<file path="config.mk">
export PLATFORM = sky130hd
export DESIGN_NAME = ecc_fault_cam
export DESIGN_NICKNAME = d
export VERILOG_FILES = /design/src/rtl/ecc_cam_pkg.sv /design/src/rtl/ecc_cam_inq.sv /design/src/rtl/ecc_cam_store.sv /design/src/rtl/ecc_cam_regs.sv /design/src/rtl/ecc_fault_cam.sv
export SDC_FILE = /design/constraint.sdc
export NUM_CORES = 2
export LEC_CHECK = 0
export BUFFER_PORTS_ARGS = -buffer_cell sky130_fd_sc_hd__buf_2
export CAP_MARGIN = 10
export CORE_MARGIN = 5
export CORE_UTILIZATION = 64
export CTS_CLUSTER_DIAMETER = 200
export DETAILED_ROUTE_END_ITERATION = 12
export PLACE_DENSITY = 0.82
export SLEW_MARGIN = 15
export SYNTH_ARGS = -nofsm -noshare
export SYNTH_HDL_FRONTEND = slang
export SYNTH_HIERARCHICAL = 1
export SYNTH_SLANG_ARGS = --single-unit
</file>
<file path="constraint.sdc">
create_clock -name clk_i -period 5.69 [get_ports clk_i]
set_clock_uncertainty 0.15 [all_clocks]
set_input_delay 0.2845 -clock clk_i [delete_from_list [all_inputs] [get_ports clk_i]]
set_output_delay 0.2845 -clock clk_i [all_outputs]
set_load 0.005 [all_outputs]
</file>
<file path="src/rtl/ecc_cam_pkg.sv">
package ecc_cam_pkg;
  localparam int unsigned REG_CTRL     = 0;
  localparam int unsigned REG_STAT     = 1;
  localparam int unsigned REG_VMAP     = 2;
  localparam int unsigned CTRL_EN_BIT  = 0;
  localparam int unsigned STAT_EVT_BIT = 0;
  localparam int unsigned STAT_OVF_BIT = 1;
  localparam int unsigned ENT_VLD_BIT  = 31;
endpackage

</file>
<file path="src/rtl/ecc_cam_inq.sv">
module ecc_cam_inq #(
  parameter int unsigned NUM_SRC = 2,
  parameter int unsigned KEY_W   = 17,
  parameter int unsigned QDEPTH  = 2
) (
  input  logic                     clk_i,
  input  logic                     rst_ni,
  input  logic [NUM_SRC-1:0]       rpt_vld_i,
  input  logic [NUM_SRC*KEY_W-1:0] rpt_key_i,
  output logic                     srv_vld_o,
  output logic [KEY_W-1:0]         srv_key_o,
  output logic                     lost_o
);
  localparam int unsigned LW  = QDEPTH + NUM_SRC;
  localparam int unsigned CW  = $clog2(LW + 1);
  localparam int unsigned QCW = $clog2(QDEPTH + 1);

  logic [KEY_W-1:0] q_q   [QDEPTH];
  logic [KEY_W-1:0] q_nxt [QDEPTH];
  logic [QCW-1:0]   q_cnt_q, q_cnt_nxt;
  logic [KEY_W-1:0] lst   [LW];
  logic [CW-1:0]    n, rem;

  // queued entries first, then new reports by ascending source index
  always_comb begin
    for (int j = 0; j < LW; j++) lst[j] = '0;
    for (int j = 0; j < QDEPTH; j++)
      if (CW'(j) < CW'(q_cnt_q)) lst[j] = q_q[j];
    n = CW'(q_cnt_q);
    for (int s = 0; s < NUM_SRC; s++) begin
      if (rpt_vld_i[s]) begin
        for (int j = 0; j < LW; j++)
          if (CW'(j) == n) lst[j] = rpt_key_i[s*KEY_W +: KEY_W];
        n = n + CW'(1);
      end
    end
    srv_vld_o = (n != '0);
    srv_key_o = lst[0];
    rem       = srv_vld_o ? n - CW'(1) : n;
    for (int j = 0; j < QDEPTH; j++) q_nxt[j] = lst[j+1];
    lost_o    = (rem > CW'(QDEPTH));
    q_cnt_nxt = lost_o ? QCW'(QDEPTH) : QCW'(rem);
  end

  always_ff @(posedge clk_i or negedge rst_ni) begin
    if (!rst_ni) begin
      q_cnt_q <= '0;
      for (int j = 0; j < QDEPTH; j++) q_q[j] <= '0;
    end else begin
      q_cnt_q <= q_cnt_nxt;
      for (int j = 0; j < QDEPTH; j++) q_q[j] <= q_nxt[j];
    end
  end

  // a held report is always served in the next cycle
  assert_queue_drains_R9: assert property (@(posedge clk_i) disable iff (!rst_ni)
    (q_cnt_q != '0) |-> srv_vld_o);
  // any strobe leads to a served report in the same cycle
  assert_strobe_served_R9: assert property (@(posedge clk_i) disable iff (!rst_ni)
    (|rpt_vld_i) |-> srv_vld_o);
  // loss only happens when the queue is already occupied
  assert_loss_needs_backlog_R10: assert property (@(posedge clk_i) disable iff (!rst_ni)
    lost_o |-> (q_cnt_q != '0));
endmodule

</file>
<file path="src/rtl/ecc_cam_store.sv">
module ecc_cam_store #(
  parameter int unsigned DEPTH = 32,
  parameter int unsigned KEY_W = 17
) (
  input  logic                   clk_i,
  input  logic                   rst_ni,
  input  logic                   srv_vld_i,
  input  logic [KEY_W-1:0]       srv_key_i,
  input  logic [DEPTH-1:0]       clr_i,
  output logic [DEPTH-1:0]       vld_o,
  output logic [DEPTH*KEY_W-1:0] key_o,
  output logic                   new_fault_o,
  output logic                   full_drop_o
);
  localparam int unsigned IW = $clog2(DEPTH);

  logic [DEPTH-1:0] vld_q;
  logic [KEY_W-1:0] key_q [DEPTH];
  logic [DEPTH-1:0] match;
  logic             hit, full, ins;
  logic [IW-1:0]    free_idx;

  for (genvar i = 0; i < DEPTH; i++) begin : g_cmp
    assign match[i]                 = vld_q[i] && (key_q[i] == srv_key_i);
    assign key_o[i*KEY_W +: KEY_W] = key_q[i];
  end

  always_comb begin
    free_idx = '0;
    for (int i = DEPTH - 1; i >= 0; i--)
      if (!vld_q[i]) free_idx = IW'(i);
  end

  assign hit         = |match;
  assign full        = &vld_q;
  assign new_fault_o = srv_vld_i && !hit;
  assign ins         = new_fault_o && !full;
  assign full_drop_o = new_fault_o && full;
  assign vld_o       = vld_q;

  always_ff @(posedge clk_i or negedge rst_ni) begin
    if (!rst_ni) begin
      vld_q <= '0;
      for (int i = 0; i < DEPTH; i++) key_q[i] <= '0;
    end else begin
      for (int i = 0; i < DEPTH; i++) begin
        if (ins && free_idx == IW'(i)) begin
          vld_q[i] <= 1'b1;
          key_q[i] <= srv_key_i;
        end else if (clr_i[i]) begin
          vld_q[i] <= 1'b0;
        end
      end
    end
  end

  // a known key leaves the store untouched
  assert_hit_no_write_R3: assert property (@(posedge clk_i) disable iff (!rst_ni)
    (srv_vld_i && hit && clr_i == '0) |=> $stable(vld_q));
  // an insertion adds exactly one valid entry
  assert_insert_one_R2: assert property (@(posedge clk_i) disable iff (!rst_ni)
    (ins && clr_i == '0) |=> ($countones(vld_q) == $countones($past(vld_q)) + 1));
  // the chosen slot was free and becomes valid
  assert_slot_free_R2: assert property (@(posedge clk_i) disable iff (!rst_ni)
    ins |=> vld_q[$past(free_idx)]);
  // a full store never changes on an unmatched report
  assert_full_no_insert_R8: assert property (@(posedge clk_i) disable iff (!rst_ni)
    (full_drop_o && clr_i == '0) |=> $stable(vld_q));
endmodule

</file>
<file path="src/rtl/ecc_cam_regs.sv">
module ecc_cam_regs
  import ecc_cam_pkg::*;
#(
  parameter int unsigned DEPTH  = 32,
  parameter int unsigned KEY_W  = 17,
  parameter int unsigned REG_AW = 6
) (
  input  logic                   clk_i,
  input  logic                   rst_ni,
  input  logic                   reg_req_i,
  input  logic                   reg_we_i,
  input  logic [REG_AW-1:0]      reg_addr_i,
  input  logic [31:0]            reg_wdata_i,
  output logic [31:0]            reg_rdata_o,
  input  logic                   new_fault_i,
  input  logic                   ovf_i,
  input  logic [DEPTH-1:0]       vld_i,
  input  logic [DEPTH*KEY_W-1:0] key_i,
  output logic [DEPTH-1:0]       clr_o,
  output logic                   evt_o
);
  localparam int unsigned IW = $clog2(DEPTH);

  logic          en_q, evt_st_q, ovf_st_q, evt_q;
  logic          wr, rd, is_ent;
  logic [IW-1:0] idx;
  logic [31:0]   rd_nxt, rdata_q;
  logic          wr_ctrl, wr_stat, wr_vmap;

  assign wr      = reg_req_i && reg_we_i;
  assign rd      = reg_req_i && !reg_we_i;
  assign is_ent  = reg_addr_i[REG_AW-1];
  assign idx     = reg_addr_i[IW-1:0];
  assign wr_ctrl = wr && !is_ent && reg_addr_i == REG_AW'(REG_CTRL);
  assign wr_stat = wr && !is_ent && reg_addr_i == REG_AW'(REG_STAT);
  assign wr_vmap = wr && !is_ent && reg_addr_i == REG_AW'(REG_VMAP);
  assign clr_o   = wr_vmap ? reg_wdata_i[DEPTH-1:0] : '0;

  always_comb begin
    rd_nxt = '0;
    if (is_ent) begin
      rd_nxt[ENT_VLD_BIT] = vld_i[idx];
      rd_nxt[KEY_W-1:0]   = key_i[idx*KEY_W +: KEY_W];
    end else begin
      unique case (reg_addr_i)
        REG_AW'(REG_CTRL): rd_nxt[CTRL_EN_BIT] = en_q;
        REG_AW'(REG_STAT): begin
          rd_nxt[STAT_EVT_BIT] = evt_st_q;
          rd_nxt[STAT_OVF_BIT] = ovf_st_q;
        end
        REG_AW'(REG_VMAP): rd_nxt[DEPTH-1:0] = vld_i;
        default: rd_nxt = '0;
      endcase
    end
  end

  always_ff @(posedge clk_i or negedge rst_ni) begin
    if (!rst_ni) begin
      en_q     <= 1'b0;
      evt_st_q <= 1'b0;
      ovf_st_q <= 1'b0;
      evt_q    <= 1'b0;
      rdata_q  <= '0;
    end else begin
      evt_q <= new_fault_i && en_q;
      if (wr_ctrl) en_q <= reg_wdata_i[CTRL_EN_BIT];
      // set wins over a same-cycle clear
      if (new_fault_i && en_q)                     evt_st_q <= 1'b1;
      else if (wr_stat && reg_wdata_i[STAT_EVT_BIT]) evt_st_q <= 1'b0;
      if (ovf_i)                                   ovf_st_q <= 1'b1;
      else if (wr_stat && reg_wdata_i[STAT_OVF_BIT]) ovf_st_q <= 1'b0;
      if (rd) rdata_q <= rd_nxt;
    end
  end

  assign reg_rdata_o = rdata_q;
  assign evt_o       = evt_q;

  // event only when enabled in the preceding cycle
  assert_evt_gated_R4: assert property (@(posedge clk_i) disable iff (!rst_ni)
    evt_q |-> $past(en_q));
  // the event is a single-cycle pulse unless a new fault follows
  assert_evt_pulse_R2: assert property (@(posedge clk_i) disable iff (!rst_ni)
    (evt_q && !new_fault_i) |=> !evt_q);
  // status follows a pulse
  assert_evt_sticky_R5: assert property (@(posedge clk_i) disable iff (!rst_ni)
    evt_q |-> evt_st_q);
  // write-1 clears when no new event coincides
  assert_evt_w1c_R5: assert property (@(posedge clk_i) disable iff (!rst_ni)
    (wr_stat && reg_wdata_i[STAT_EVT_BIT] && !(new_fault_i && en_q)) |=> !evt_st_q);
  // a dropped key is always flagged
  assert_ovf_flag_R8: assert property (@(posedge clk_i) disable iff (!rst_ni)
    ovf_i |=> ovf_st_q);
endmodule

</file>
<file path="src/rtl/ecc_fault_cam.sv">
module ecc_fault_cam #(
  parameter int unsigned NUM_SRC = 2,
  parameter int unsigned ADDR_W  = 16,
  parameter int unsigned DEPTH   = 32,
  parameter int unsigned QDEPTH  = 2,
  localparam int unsigned SRC_W  = (NUM_SRC > 1) ? $clog2(NUM_SRC) : 1,
  localparam int unsigned KEY_W  = SRC_W + ADDR_W,
  localparam int unsigned REG_AW = $clog2(DEPTH) + 1
) (
  input  logic                      clk_i,
  input  logic                      rst_ni,
  input  logic [NUM_SRC-1:0]        rpt_vld_i,
  input  logic [NUM_SRC*ADDR_W-1:0] rpt_addr_i,
  input  logic                      reg_req_i,
  input  logic                      reg_we_i,
  input  logic [REG_AW-1:0]         reg_addr_i,
  input  logic [31:0]               reg_wdata_i,
  output logic [31:0]               reg_rdata_o,
  output logic                      event_o
);
  // DEPTH must be a power of two, at most 32; KEY_W at most 31

  logic [NUM_SRC*KEY_W-1:0] rpt_key;
  logic                     srv_vld, lost, new_fault, full_drop;
  logic [KEY_W-1:0]         srv_key;
  logic [DEPTH-1:0]         vld, clr;
  logic [DEPTH*KEY_W-1:0]   keys;

  for (genvar s = 0; s < NUM_SRC; s++) begin : g_key
    assign rpt_key[s*KEY_W +: KEY_W] = {SRC_W'(s), rpt_addr_i[s*ADDR_W +: ADDR_W]};
  end

  ecc_cam_inq #(.NUM_SRC(NUM_SRC), .KEY_W(KEY_W), .QDEPTH(QDEPTH)) u_inq (
    .clk_i, .rst_ni,
    .rpt_vld_i,
    .rpt_key_i (rpt_key),
    .srv_vld_o (srv_vld),
    .srv_key_o (srv_key),
    .lost_o    (lost)
  );

  ecc_cam_store #(.DEPTH(DEPTH), .KEY_W(KEY_W)) u_store (
    .clk_i, .rst_ni,
    .srv_vld_i   (srv_vld),
    .srv_key_i   (srv_key),
    .clr_i       (clr),
    .vld_o       (vld),
    .key_o       (keys),
    .new_fault_o (new_fault),
    .full_drop_o (full_drop)
  );

  ecc_cam_regs #(.DEPTH(DEPTH), .KEY_W(KEY_W), .REG_AW(REG_AW)) u_regs (
    .clk_i, .rst_ni,
    .reg_req_i, .reg_we_i, .reg_addr_i, .reg_wdata_i, .reg_rdata_o,
    .new_fault_i (new_fault),
    .ovf_i       (full_drop || lost),
    .vld_i       (vld),
    .key_i       (keys),
    .clr_o       (clr),
    .evt_o       (event_o)
  );

  // no event without a report served in the cycle before
  assert_evt_has_cause_R3: assert property (@(posedge clk_i) disable iff (!rst_ni)
    event_o |-> $past(srv_vld));
endmodule

</file>
==> impl_results.rst <==
.. list-table::
   :header-rows: 1

   * - Metric
     - Value
   * - Remaining design rule violation count
     - 0
   * - HPWL after DPL
     - 84500 microns
   * - Most frequent cells in the layout
     - 648 x dfrtp_1, 522 x mux2_2, 467 x xor2_1
   * - Initial antenna violation count
     - 4
   * - Area leader, netlist
     - dfrtp_1
   * - Global-route wire length before repair
     - 185000 microns
   * - Pin count of the biggest net entering global routing
     - 173
   * - Aggregate global-route resource usage
     - 37.9%
   * - Area share of the largest cell type after synthesis
     - 42.3%
   * - Worst rel slew slack
     - 12.4%
   * - DRT Wirelength
     - 123000 microns
   * - IO Port Bufs
     - 108
   * - Most used flip-flop cell after synthesis
     - dfrtp_1
   * - Die Y-Extent
     - 255 microns
   * - Count of boundary I/O pins
     - 109
   * - Cell at the root of the clock tree
     - clkbuf_16
   * - Final weighted congestion of routability-driven global placement
     - 1.05
   * - Worst min path class
     - input pin to register
   * - Number of setup buffers added after CTS
     - 0
   * - Final worst path period need
     - 5660 ps
   * - Antenna Cells
     - 0
   * - Die outline width
     - 255 microns
   * - Area contributors post-synth
     - dfrtp_1 42%, mux2_2 15%, xor2_1 11%
   * - Category of the worst setup path launch point
     - register
   * - TritonCTS buffer count
     - 70
   * - Vias in the first global route
     - 28265
   * - Clock Tree Buf Depth
     - 3
   * - Number of fill cells
     - 3873
   * - Leading cell type in the layout, fill and taps excluded
     - dfrtp_1
   * - Crit Path Class
     - register to register
   * - Clock slew seen by the registers of the worst setup and hold paths
     - 60 ps
   * - Transition time at the pin with the least slew margin
     - 1310 ps
   * - Core area
     - 59200 sq um
   * - Synthesis-to-finish area growth
     - 11.7%
   * - Cell count after synthesis
     - 3143
   * - Worst supply voltage drop on vdd
     - 424 uV
   * - Gr ovfl total
     - 0
   * - Fraction of synthesis flops using an asynchronous set or reset pin
     - 100%
   * - Largest fanout on the critical path
     - 56
   * - EDFF count, synth
     - 0
   * - Number of vias after detailed routing
     - 28247
   * - Final Setup Violations
     - 0
   * - Pre-Repair DR Iteration Count
     - 6
   * - Synthesized cell area
     - 38400 sq um
   * - Count of nets left with antenna violations after detail routing
     - 0
   * - Number of design-rule violations left by the first detailed-router iteration
     - 3677
   * - Effective utilization at floorplan
     - 64.8%
   * - Worst endpoint required time
     - 6030 ps
   * - Post-Route Hold Slack
     - 32.4 ps
   * - Worst path arrival time
     - 6000 ps
   * - FMAX
     - 177 MHz
   * - Clock sink total
     - 648
   * - Setup repair after global routing missed its margin
     - yes
   * - Vias per inst
     - 6.94
   * - Setup slack of the critical path after layout
     - 26.6 ps
   * - TritonCTS clock tree
     - built
   * - Fraction of final layout cells with drive strength greater than 1
     - 32.7%
   * - Leakage power
     - 21.2 nW
   * - Die Footprint
     - 65000 sq um
   * - Setup slack at placement
     - -306 ps
   * - Largest stage delay on the critical path
     - 770 ps
   * - Critical path cell sequence
     - buf_4, ha_1, and4bb_1, o21ai_4, buf_12, nor2_1, a21oi_4, buf_12, xor2_1, nor4_1, nand3_1, o22ai_1, or4_4, nor2_4, nand4_2, buf_12, mux2_2
   * - Max-slew violations
     - 0
   * - Worst-skew pair later-pin latency
     - 630 ps
   * - CTS H-tree depth
     - 3
   * - Number of nets in the final layout
     - 3337
   * - Pwr dens
     - 682 nW/um^2
   * - Final worst-path cycle share
     - 99.5%
   * - Hold violation count in the final report
     - 0
   * - Number of register bits inferred by synthesis
     - 648
   * - Distinct cell type count after synthesis
     - 86
   * - Total number of yosys warnings
     - 6
   * - # Max-Cap Violations
     - 0
   * - Run status
     - finished, final reports clean
   * - Sort of element at the end of the critical path
     - register
   * - Detailed-route wire length per cell
     - 30.3 microns
   * - Reg2reg setup slack
     - 30 ps
   * - Sequential share of the synthesized area
     - 42.3%
   * - Most common cell on crit path
     - buf_12
   * - Crit path max-delay cell type
     - nor2_4
   * - Standard-cell rows
     - 89
   * - Average cell area after synthesis
     - 12.2 sq um
==> cell usage after synthesis (61+ instances only) <==
library cell	instances
mux2_2	522
dfrtp_1	648
inv_1	61
mux4_2	115
a21oi_1	87
clkbuf_1	73
nand2_1	79
nand3_1	80
buf_6	71
xnor2_1	78
xor2_1	467
nor4_1	129
==> registers in the layout, indices dropped and copies added (netlist names) <==
signal / cells
u_regs/evt_o: 1
u_regs/reg_rdata_o: 32
u_inq/q_q: 34
u_regs/ovf_st_q: 1
u_inq/q_cnt_q: 2
u_store/vld_o: 32
u_regs/en_q: 1
u_store/key_o: 544
u_regs/evt_st_q: 1
==> per-layer routing <==
layer | global-route usage [%] | vias up | wire length, microns
met2 | 57.2 | 1890 | 55000
met5 | 0 | - | 40
met4 | 17.7 | 6 | 7410
li1 | - | 11572 | -
met1 | 51.4 | 14376 | 46400
met3 | 10.8 | 403 | 14500
==> metrics by stage <==
stage	std cells	setup TNS (ps)	util, %	power [mW]	cell area [sq um]
after CTS	4073	0	72.3	28.7	42800
after global placement	3873	-15750	67.1	23.4	39700
after floorplan	3146	0	-	18.9	38400
after global routing	4073	-39.2	72.4	30.2	42900
after detailed placement	3873	-78760	67.1	23.8	39700
final	4073	0	72.4	29.2	42900
==> worst max-delay path, delay by kind of cell (launching register included) <==
family,cells,cell delay [ps]
fa+ha+maj,1,280
flops,1,380
compound gates,3,710
mux,1,280
buf+inv,4,1030
xor+xnor,1,280
simple gates,7,2310
==> cell type report <==
class / instances / area [sq um] / share of cell area (%)
Clock buffer: 98 / 2060 / 4.80
Clock inverter: 21 / 203 / 0.473
Inverter: 63 / 236 / 0.552
Multi-Input combinational cell: 2168 / 20200 / 47.2
Sequential cell: 648 / 16200 / 37.8
Tap cell: 773 / 967 / 2.26
Timing Repair Buffer: 302 / 2940 / 6.86
==> logic make-up (layout without fill, tap and decap cells) <==
| kind of cell | after synthesis | in the layout | synth area share [%] |
|---|---|---|---|
| compound gates | 308 | 308 | 5.35 |
| other cells | 2 | 5 | 0.0196 |
| buf+inv | 330 | 484 | 5.73 |
| xor+xnor | 546 | 546 | 12.5 |
| simple gates | 582 | 582 | 8.92 |
| fa+ha+maj | 8 | 8 | 0.261 |
| flops | 648 | 648 | 42.3 |
| mux | 719 | 719 | 25.0 |
==> final timing paths <==
kind	startpoint	endpoint	cells after the start
setup / recovery	u_inq/q_cnt_q[0]	u_store/key_o[131]	17
hold / removal	reg_addr_i[5]	u_regs/reg_rdata_o[1]	3
setup reg to reg	u_inq/q_cnt_q[0]	u_store/key_o[131]	17
hold reg to reg	u_regs/reg_rdata_o[26]	u_regs/reg_rdata_o[26]	2
max in group asynchronous	rst_ni	u_store/key_o[487]	3
min in group asynchronous	rst_ni	u_store/key_o[401]	2
==> power by group <==
part	switching, mW	internal [mW]
Combinational	9.36	7.09
Sequential	1.89	6.32
Clock	1.91	2.66
==> timing repair <==
| item | in CTS | in global routing |
|---|---|---|
| hold buffers | 81 | 0 |
| pin swaps | 0 | 1 |
| endpoints found under the hold margin | 162 | 0 |
| endpoints found under the setup margin | 548 | 541 |
| gates resized for setup | 3 | 5 |
No activity file was read; power rests on OpenSTA's default activity.
